[src/rtl/lct_pkg.sv]
package lct_pkg;

    typedef enum logic [0:0] {
        ST_IDLE = 1'b0,
        ST_RUN  = 1'b1
    } lct_state_e;

    localparam logic [1:0] SEL_ENTRY = 2'd0;
    localparam logic [1:0] SEL_INIT  = 2'd1;
    localparam logic [1:0] SEL_CUR   = 2'd2;
    localparam logic [1:0] SEL_DIV   = 2'd3;

    localparam int ENTRY_PERIODIC_BIT = 17;
    localparam int ENTRY_MASK_BIT     = 16;
    localparam logic [3:0] DIV_KEEP   = 4'hB;

endpackage

[src/rtl/lct_prescaler.sv]
module lct_prescaler #(
    parameter int SHIFT_W = 3
) (
    input  logic               clk,
    input  logic               rst_n,
    input  logic               clear,
    input  logic [SHIFT_W-1:0] div_code,
    output logic               tick
);
    localparam int PRE_W = (1 << SHIFT_W) - 1;

    logic [PRE_W-1:0]   pre_q;
    logic [SHIFT_W-1:0] shift;
    logic [PRE_W:0]     span;

    // shift wraps modulo 2**SHIFT_W, so the top code divides by one
    assign shift = div_code + SHIFT_W'(1);
    assign span  = ((PRE_W+1)'(1) << shift) - (PRE_W+1)'(1);
    assign tick  = (pre_q & span[PRE_W-1:0]) == span[PRE_W-1:0];

    always_ff @(posedge clk or negedge rst_n) begin
        if (!rst_n)     pre_q <= '0;
        else if (clear) pre_q <= '0;
        else            pre_q <= pre_q + PRE_W'(1);
    end
endmodule

[src/rtl/lct_regs.sv]
module lct_regs
    import lct_pkg::*;
#(
    parameter int DATA_W = 32,
    parameter int VEC_W  = 8
) (
    input  logic              clk,
    input  logic              rst_n,
    input  logic              init_i,
    input  logic              wr_en,
    input  logic [1:0]        wr_sel,
    input  logic [DATA_W-1:0] wr_data,
    output logic [3:0]        div_raw,
    output logic [2:0]        div_code,
    output logic              periodic,
    output logic              masked,
    output logic [VEC_W-1:0]  vector,
    output logic [DATA_W-1:0] init_val,
    output logic              load
);
    assign load     = wr_en && (wr_sel == SEL_INIT) && !init_i;
    assign div_code = {div_raw[3], div_raw[1:0]};

    always_ff @(posedge clk or negedge rst_n) begin
        if (!rst_n) begin
            div_raw  <= '0;
            periodic <= 1'b0;
            masked   <= 1'b1;
            vector   <= '0;
            init_val <= '0;
        end else if (init_i) begin
            div_raw  <= '0;
            periodic <= 1'b0;
            masked   <= 1'b1;
            vector   <= '0;
            init_val <= '0;
        end else if (wr_en) begin
            unique case (wr_sel)
                SEL_ENTRY: begin
                    periodic <= wr_data[ENTRY_PERIODIC_BIT];
                    masked   <= wr_data[ENTRY_MASK_BIT];
                    vector   <= wr_data[VEC_W-1:0];
                end
                SEL_INIT: init_val <= wr_data;
                SEL_DIV:  div_raw  <= wr_data[3:0] & DIV_KEEP;
                SEL_CUR:  ;
            endcase
        end
    end
endmodule

[src/rtl/lct_counter.sv]
module lct_counter
    import lct_pkg::*;
#(
    parameter int CNT_W = 32,
    parameter int VEC_W = 8
) (
    input  logic             clk,
    input  logic             rst_n,
    input  logic             init_i,
    input  logic             tick,
    input  logic             load,
    input  logic [CNT_W-1:0] load_val,
    input  logic [CNT_W-1:0] init_val,
    input  logic             periodic,
    input  logic             masked,
    input  logic [VEC_W-1:0] vector,
    output logic [CNT_W-1:0] count,
    output logic             irq_valid,
    output logic [VEC_W-1:0] irq_vector
);
    lct_state_e       state_q, state_d;
    logic [CNT_W-1:0] count_q, count_d;
    logic             fire;

    always_comb begin
        state_d = state_q;
        count_d = count_q;
        fire    = 1'b0;
        if (init_i) begin
            state_d = ST_IDLE;
            count_d = '0;
        end else if (load) begin
            count_d = load_val;
            state_d = (load_val != '0) ? ST_RUN : ST_IDLE;
        end else begin
            unique case (state_q)
                ST_IDLE: ;
                ST_RUN: begin
                    if (tick) begin
                        if (count_q != '0) begin
                            count_d = count_q - CNT_W'(1);
                        end else begin
                            fire = !masked;
                            if (periodic) count_d = init_val;
                            else          state_d = ST_IDLE;
                        end
                    end
                end
            endcase
        end
    end

    // state register
    always_ff @(posedge clk or negedge rst_n) begin
        if (!rst_n) begin
            state_q <= ST_IDLE;
            count_q <= '0;
        end else begin
            state_q <= state_d;
            count_q <= count_d;
        end
    end

    // outputs
    always_ff @(posedge clk or negedge rst_n) begin
        if (!rst_n) begin
            irq_valid  <= 1'b0;
            irq_vector <= '0;
        end else begin
            irq_valid <= fire;
            if (fire) irq_vector <= vector;
        end
    end

    assign count = count_q;
endmodule

[src/rtl/lct_timer.sv]
module lct_timer
    import lct_pkg::*;
#(
    parameter int DATA_W  = 32,
    parameter int VEC_W   = 8,
    parameter int SHIFT_W = 3
) (
    input  logic              clk,
    input  logic              rst_n,
    input  logic              init_i,
    input  logic              wr_en,
    input  logic [1:0]        wr_sel,
    input  logic [DATA_W-1:0] wr_data,
    input  logic [1:0]        rd_sel,
    output logic [DATA_W-1:0] rd_data,
    output logic              irq_valid,
    output logic [VEC_W-1:0]  irq_vector,
    output logic              irq_level
);
    logic [3:0]        div_raw;
    logic [2:0]        div_code;
    logic              periodic, masked, load, tick;
    logic [VEC_W-1:0]  vector;
    logic [DATA_W-1:0] init_val, cur_count, entry_word;

    lct_regs #(.DATA_W(DATA_W), .VEC_W(VEC_W)) u_regs (
        .clk(clk), .rst_n(rst_n), .init_i(init_i),
        .wr_en(wr_en), .wr_sel(wr_sel), .wr_data(wr_data),
        .div_raw(div_raw), .div_code(div_code), .periodic(periodic),
        .masked(masked), .vector(vector), .init_val(init_val), .load(load)
    );

    lct_prescaler #(.SHIFT_W(SHIFT_W)) u_pre (
        .clk(clk), .rst_n(rst_n), .clear(load | init_i),
        .div_code(div_code[SHIFT_W-1:0]), .tick(tick)
    );

    lct_counter #(.CNT_W(DATA_W), .VEC_W(VEC_W)) u_cnt (
        .clk(clk), .rst_n(rst_n), .init_i(init_i), .tick(tick),
        .load(load), .load_val(wr_data), .init_val(init_val),
        .periodic(periodic), .masked(masked), .vector(vector),
        .count(cur_count), .irq_valid(irq_valid), .irq_vector(irq_vector)
    );

    always_comb begin
        entry_word                     = '0;
        entry_word[ENTRY_PERIODIC_BIT] = periodic;
        entry_word[ENTRY_MASK_BIT]     = masked;
        entry_word[VEC_W-1:0]          = vector;
    end

    always_comb begin
        unique case (rd_sel)
            SEL_ENTRY: rd_data = entry_word;
            SEL_INIT:  rd_data = init_val;
            SEL_CUR:   rd_data = cur_count;
            SEL_DIV:   rd_data = {{(DATA_W-4){1'b0}}, div_raw};
        endcase
    end

    assign irq_level = 1'b0;
endmodule

[config.mk]
export PLATFORM = sky130hd
export DESIGN_NAME = lct_timer
export DESIGN_NICKNAME = d
export VERILOG_FILES = /design/src/rtl/lct_pkg.sv /design/src/rtl/lct_prescaler.sv /design/src/rtl/lct_regs.sv /design/src/rtl/lct_counter.sv /design/src/rtl/lct_timer.sv
export SDC_FILE = /design/constraint.sdc
export NUM_CORES = 1
export LEC_CHECK = 0
export CAP_MARGIN = 20
export CORE_ASPECT_RATIO = 1.75
export CORE_UTILIZATION = 50
export DETAILED_ROUTE_END_ITERATION = 8
export PLACE_DENSITY = 0.77
export SYNTH_ARGS = -nofsm -noshare
export SYNTH_HDL_FRONTEND = slang
export SYNTH_SLANG_ARGS = --single-unit
[constraint.sdc]
create_clock -name clk -period 2.64 [get_ports clk]
set_input_delay 0.396 -clock clk [delete_from_list [all_inputs] [get_ports clk]]
set_output_delay 0.396 -clock clk [all_outputs]
set_load 0.03 [all_outputs]
# ---- After elaboration in Yosys (flattened, before gate mapping)
# Cells that the tools add are included.
dict set report classes {
  addsub 4
  n_eq_ne 6
  shift 1
  n_mux 35
  bitwise 2
  reduce_logical 19
}
# op count
set op_table {}
lappend op_table {{32-bit two-way mux} 9}
lappend op_table {{32-bit case mux with 4 select lines} 1}
lappend op_table {{32-bit nonzero test} 2}
lappend op_table {{32-bit by 1-bit subtractor with 32-bit output, second input constant} 1}
lappend op_table {{8-bit two-way mux} 3}
lappend op_table {{1-bit two-way mux} 18}
lappend op_table {{4-bit two-way mux} 3}
lappend op_table {{2-bit nonzero test} 4}
lappend op_table {{7-bit by 1-bit adder with 7-bit output, second input constant} 1}
lappend op_table {{7-bit bitwise AND} 1}
lappend op_table {{7-bit equality test} 1}
lappend op_table {{7-bit two-way mux} 1}
lappend op_table {{1-bit by 3-bit left shift with 7-bit output, first input constant} 1}
lappend op_table {{7-bit by 2-bit subtractor with 7-bit output, second input constant} 1}
lappend op_table {{2-bit equality test, second input constant} 3}
lappend op_table {{2-bit AND reduction} 3}
lappend op_table {{3-bit nonzero test} 2}
lappend op_table {{2-bit by 1-bit equality test with 1-bit output, second input constant} 2}
lappend op_table {{2-bit zero test} 2}
lappend op_table {{4-bit nonzero test} 1}
lappend op_table {{3-bit by 1-bit adder with 3-bit output, second input constant} 1}
lappend op_table {{3-bit AND reduction} 1}
lappend op_table {{1-bit logical AND} 2}
lappend op_table {{1-bit zero test} 2}
lappend op_table {{1-bit bitwise OR} 1}
dict set report word_totals {
  ff_bits 95
  in_bits 40
  wordCells 77
}

# ---- Longest topological paths before layout
dict set report logic_depth {
  depth_word 9
  mapped_depth 13
  depth_no_buf 9
}

# ---- Cells and area by module
# Synthesis repeated with hierarchy kept, for this count alone.
dict set report hier_totals {
  cells_unflattened 643
  hier_area_um2 6115.9
}
# module instances cells_each area_each_um2
set by_module_without_submodules {}
lappend by_module_without_submodules {lct_counter 1 356 2985.4}
lappend by_module_without_submodules {lct_regs 1 190 2212.1}
lappend by_module_without_submodules {lct_timer 1 50 484.2}
lappend by_module_without_submodules {lct_prescaler 1 47 434.2}

# ---- Worst setup path after synthesis
# No wires, ideal clock.
dict set report synth_path {
  kind {register to register}
  from {register u_regs.div_raw[1]}
  to {register u_cnt.count_q[18], in the netlist u_cnt.count[18]}
  setup_time_ps 121
  arrival_time_ps 2753
  required_ps 2519
  path_slack_ps -234
  stages_incl_launch_ff 12
  cell_sequence {dfrtp_1 -> clkbuf_1 -> or3_1 -> ha_1 -> o22ai_1 -> a21oi_1 -> or3b_2 -> buf_2 -> o21ai_1 -> clkbuf_1 -> o21ai_0 -> a22o_1}
}
dict set report synth_via {
  elab_chain_cells 7
}
# item line
set synth_lines {}
lappend synth_lines {{start: declaration} lct_regs.sv:13} ;# output logic [3:0] div_raw,
lappend synth_lines {{start signal: assignment} lct_regs.sv:45} ;# SEL_DIV: div_raw <= wr_data[3:0] & DIV_KEEP;
lappend synth_lines {{3-bit by 1-bit adder with 3-bit output (*)} lct_prescaler.sv:17} ;# assign shift = div_code + SHIFT_W'(1);
lappend synth_lines {{1-bit by 3-bit left shift with 7-bit output (*)} lct_prescaler.sv:18} ;# assign span = ((PRE_W+1)'(1) << shift) - (PRE_W+1)'(1);
lappend synth_lines {{7-bit by 2-bit subtractor with 7-bit output (*)} lct_prescaler.sv:18}
lappend synth_lines {{7-bit bitwise AND} lct_prescaler.sv:19} ;# assign tick = (pre_q & span[PRE_W-1:0]) == span[PRE_W-1:0];
lappend synth_lines {{7-bit equality test (*)} lct_prescaler.sv:19}
lappend synth_lines {{3-bit nonzero test (no line) (*)} --}
lappend synth_lines {{3-bit AND reduction (no line) (*)} --}
lappend synth_lines {{end signal: assignment} lct_counter.sv:60} ;# count_q <= count_d;
lappend synth_lines {{end: declaration} lct_counter.sv:22} ;# logic [CNT_W-1:0] count_q, count_d;
# Mark *: on every way between the ends. The rest lies on a longest branch, timed or not.
# A chain may end at the register's enable or synchronous reset.

# ---- Final worst setup path
dict set report layout_path {
  from {register u_cnt.count_q[10], in the netlist u_cnt.count[10]}
  to {register u_cnt.count_q[25], in the netlist u_cnt.count[25]}
}
dict set report layout_via {
  elab_chain_cells 6
  word_cells_on_any_way 9
  classes_between {add/sub: 1; mux: 5; reduce/logical: 3}
}
# item line
set layout_lines {}
lappend layout_lines {{32-bit by 1-bit subtractor with 32-bit output or 32-bit nonzero test (tied branches)} {lct_counter.sv:41, lct_counter.sv:40}}
lappend layout_lines {{32-bit two-way mux} lct_counter.sv:40} ;# if (count_q != '0) begin
lappend layout_lines {{32-bit two-way mux} lct_counter.sv:39} ;# if (tick) begin
lappend layout_lines {{32-bit two-way mux} lct_counter.sv:36} ;# unique case (state_q)
lappend layout_lines {{32-bit two-way mux} lct_counter.sv:32} ;# end else if (load) begin
lappend layout_lines {{32-bit two-way mux} lct_counter.sv:29} ;# if (init_i) begin
# Several ways; a longest one is shown, not always the timed one. The select of a mux whose other input is x is not followed.

==> results.md <==
- Status: complete, no violations
- Gate power share: 0.346
- CP max stage delay: between 0.5 and 0.6 ns
- Largest net degree at the start of global routing: 53
- Vert. Die Dim: about 140 um
- Leakage power: 0.003274 uW
- Worst Tran Pin Value: just under 0.7 ns
- Syn avg cell area: ~9 um^2
- Share of cells above drive strength 1: 0.2523
- Post-layout nets: between 800 and 900
- Gr ovfl total: 0
- Simple-Gate Fraction of Synth Area: 0.2196
- Post-Syn Area: 5572 um^2
- CTS Hold Bufs: 0
- Syn. warnings: 0
- CP Capture Type: flop
- Register area share after synthesis: 0.4224
- Clk buf depth: 2
- Count of cell types in the netlist: 67
- Peak Freq: around 0.38 GHz
- Worst vdd ir: approximately 0.00042 V
- Asr flop ratio synth: 1.000
- Global-route wire length before repair: ~28,000 um
- Critical Path Source Type: flop
- Clock insertion delay at the later pin of the skew report: 0.35 ns
- Max Cap Viol: 0
- XOR/XNOR Fraction of Synth Area: 0.02515
- CP Max Fanout: 4
- # IOs: between 80 and 90
- Worst R2R Setup Slack: between 0.02 and 0.025 ns
- Net Count, Synth: roughly 670
- Cell Rows: 50
- IO Port Bufs: 80
- Commonest non-fill, non-tap cell in the layout: buf_4
- Post-Synth Adder-Cell Area: 0.008983
- Post-synth EDFFs: 0
- Worst EP required: about 2.9 ns
- PD cells: 588.7 nW/um^2
- Hpwl dp: roughly 13,000 um
- Internal Pwr Total: 2888 uW
- Top FF cell, synth: dfrtp_1
- Initial DRC Count: approximately 460
- Final ANT Viol Nets: 0
- Wire per inst: 19.99 um
- Slew Limit Fails: 0
- Kind of critical path: reg2reg
- Via count: ~5,600
- Final Setup Violations: 0
- Vias in the first global route: roughly 5,700
- Synth Register Bits: 94
- Mux cell area share after synthesis: 0.06804
- Commonest non-fill, non-tap cells in the layout: 108 x buf_4, 101 x nand2_1, 93 x dfrtp_1
- Core Region: about 11,000 um^2
- Clock network power share: 0.290
- Total GRT Usage: 0.3243
- Flop pwr share: 0.364
- Compound-Gate Fraction of Synth Area: 0.2095
- RD Place Congestion: about 0.95
- Initial core utilization: 0.5178
- Psw: between 1500 and 2000 uW
- Clock Root Buffer: clkbuf_16
- Syn-to-layout area delta: 34.34%
- Sw Ratio: 0.3446
- Cell type of the slowest stage on the worst timing path: or4_4
- Setup Skew: between 0.006 and 0.007 ns
- Inserted Clock Buffers: 9
- Clock sinks: 94
- Hold Path Class: in2async
- WP data arrival: roughly 2.9 ns
- TritonRoute pass-1 iters: 6
- Total wire length: 17,900 um
- Vias per cell: roughly 6.3
- Diodes inserted: 0
- Worst Slack Setup Final: 0.02386 ns
- Post-synthesis cell count: between 600 and 700
- TritonCTS clock tree: done
- H-tree depth: 3
- Dominant combinational cell family by area after synthesis: simple AND/OR/NAND/NOR gates
- Die Wd: slightly above 80 um
- Initial antenna violation count: 0
- Critical path, cell by cell: or4_4, nor4_4, buf_4, nand2_4, or4_4, xor2_1, a211oi_2, a221o_2
- Hold Vio Cnt, Final: 0
- RSZ-0062 raised after global routing: yes
- Setup TNS: 0 ns
- Relative slew margins: 0.5488
- DRC: 0
- Period Utilization, post-route: 0.9910
- Clock-pin slew on the worst setup and hold paths: 0.07 ns
- Final min period: 2.616 ns
- Area of the die: 11,590 um^2
- Cell mode on critical path: or4_4
- Dpl ws: -0.04888 ns
## cell usage after synthesis (4+ instances only)
master,instances,area (um^2)
nor2b_1,4,25.02
or4_1,5,37.54
buf_4,5,37.54
a21oi_1,50,250.2
mux2i_1,21,210.2
o22ai_1,4,25.02
xnor2_1,12,105.1
o21ai_0,50,250.2
xor2_1,4,35.03
ha_1,4,50.05
or4_4,4,45.04
nor3_1,20,100.1
mux2_2,9,101.4
nor2_1,48,180.2
nand2_1,101,379.1
a22oi_1,13,97.59
nor4_1,18,112.6
dfrtp_1,93,2327
inv_1,7,26.28
a211oi_1,5,37.54
nand3_1,8,40.04
a22o_1,29,254.0
o31ai_1,7,52.55
clkbuf_1,32,120.1
buf_2,8,40.04
or3_1,7,43.79
## worst max-delay path, delay by kind of cell (launching register included)
kind	cells	cell delay [ns]
xor+xnor	1	0.17
simple gates	4	1.39
flops	1	0.38
compound gates	2	0.39
buf+inv	1	0.18
## power by group through the flow
stage                     Clock [uW]  Sequential [uW]  Combinational, uW
after floorplan                    0             1630                807
after global placement             0             1620               1400
after detailed placement           0             1620               1420
after CTS                       1300             1600               1450
after global routing            1360             1610               1630
final                           1280             1600               1520
## routing by layer
layer,vias to the layer above,track usage,routed length (um),part of all wire
met2,254,0.5481,9330,0.52
met5,-,0,0,0
met4,0,0.1782,840,0.047
met1,2767,0.3801,6728,0.38
met3,56,0.05338,996,0.056
li1,2551,-,-,-
## layout make-up
class                           count  area (um^2)
Clock buffer                        9        225.2
Clock inverter                      7        65.06
Fill cell                         837         3276
Inverter                            7        26.28
Multi-Input combinational cell    479         3131
Sequential cell                    94         2354
Tap cell                          130        162.7
Timing Repair Buffer              169         1521
## path summary, 6_finish.rpt
check,start,end,cells after the start
min in group clk,u_pre.pre_q[0],u_pre.pre_q[0],1
setup reg to reg,u_cnt.count[10],u_cnt.count[25],8
hold reg to reg,u_pre.pre_q[0],u_pre.pre_q[0],1
max in group asynchronous,rst_n,u_regs.init_val[19],2
setup / recovery,u_cnt.count[10],u_cnt.count[25],8
hold / removal,rst_n,u_pre.pre_q[2],1
## per-stage QoR
step / hold slack [ns] / power (uW) / area [um^2] / std cells / util
detailed placement: 0.4653 / 3048 / 6990 / 873 / 0.6497
CTS: 0.08885 / 4346 / 7313 / 891 / 0.6797
floorplan: 0.1004 / 2440 / 5614 / 629 / -
global placement: 0.4560 / 3023 / 6990 / 873 / 0.6497
global route: 0.1333 / 4604 / 7485 / 895 / 0.6956
finish: 0.07138 / 4406 / 7485 / 895 / 0.6956
## repair_timing
action                                  in CTS  in global routing
endpoints found under the setup margin      13                 39
gates resized for setup                      5                 32
pin swaps                                    2                  6
setup buffers                                2                  4
## cell families after synthesis
family,count (synthesis)
simple gates,244
compound gates,181
flops,94
buf+inv,56
mux,33
xor+xnor,16
fa+ha+maj,4
other cells,1
## state kept, by name, summed over array words and instances, names as in the netlist
| signal | count |
|---|---|
| u_regs.init_val | 32 |
| u_cnt.count | 32 |
| u_cnt.state_q | 1 |
| u_pre.pre_q | 7 |
| u_regs.periodic | 1 |
| u_regs.div_raw | 3 |
| u_regs.masked | 1 |
| u_regs.vector | 8 |
| u_cnt.irq_vector | 8 |
| u_cnt.irq_valid | 1 |
Note: power is estimated with default switching activity, not from simulation.
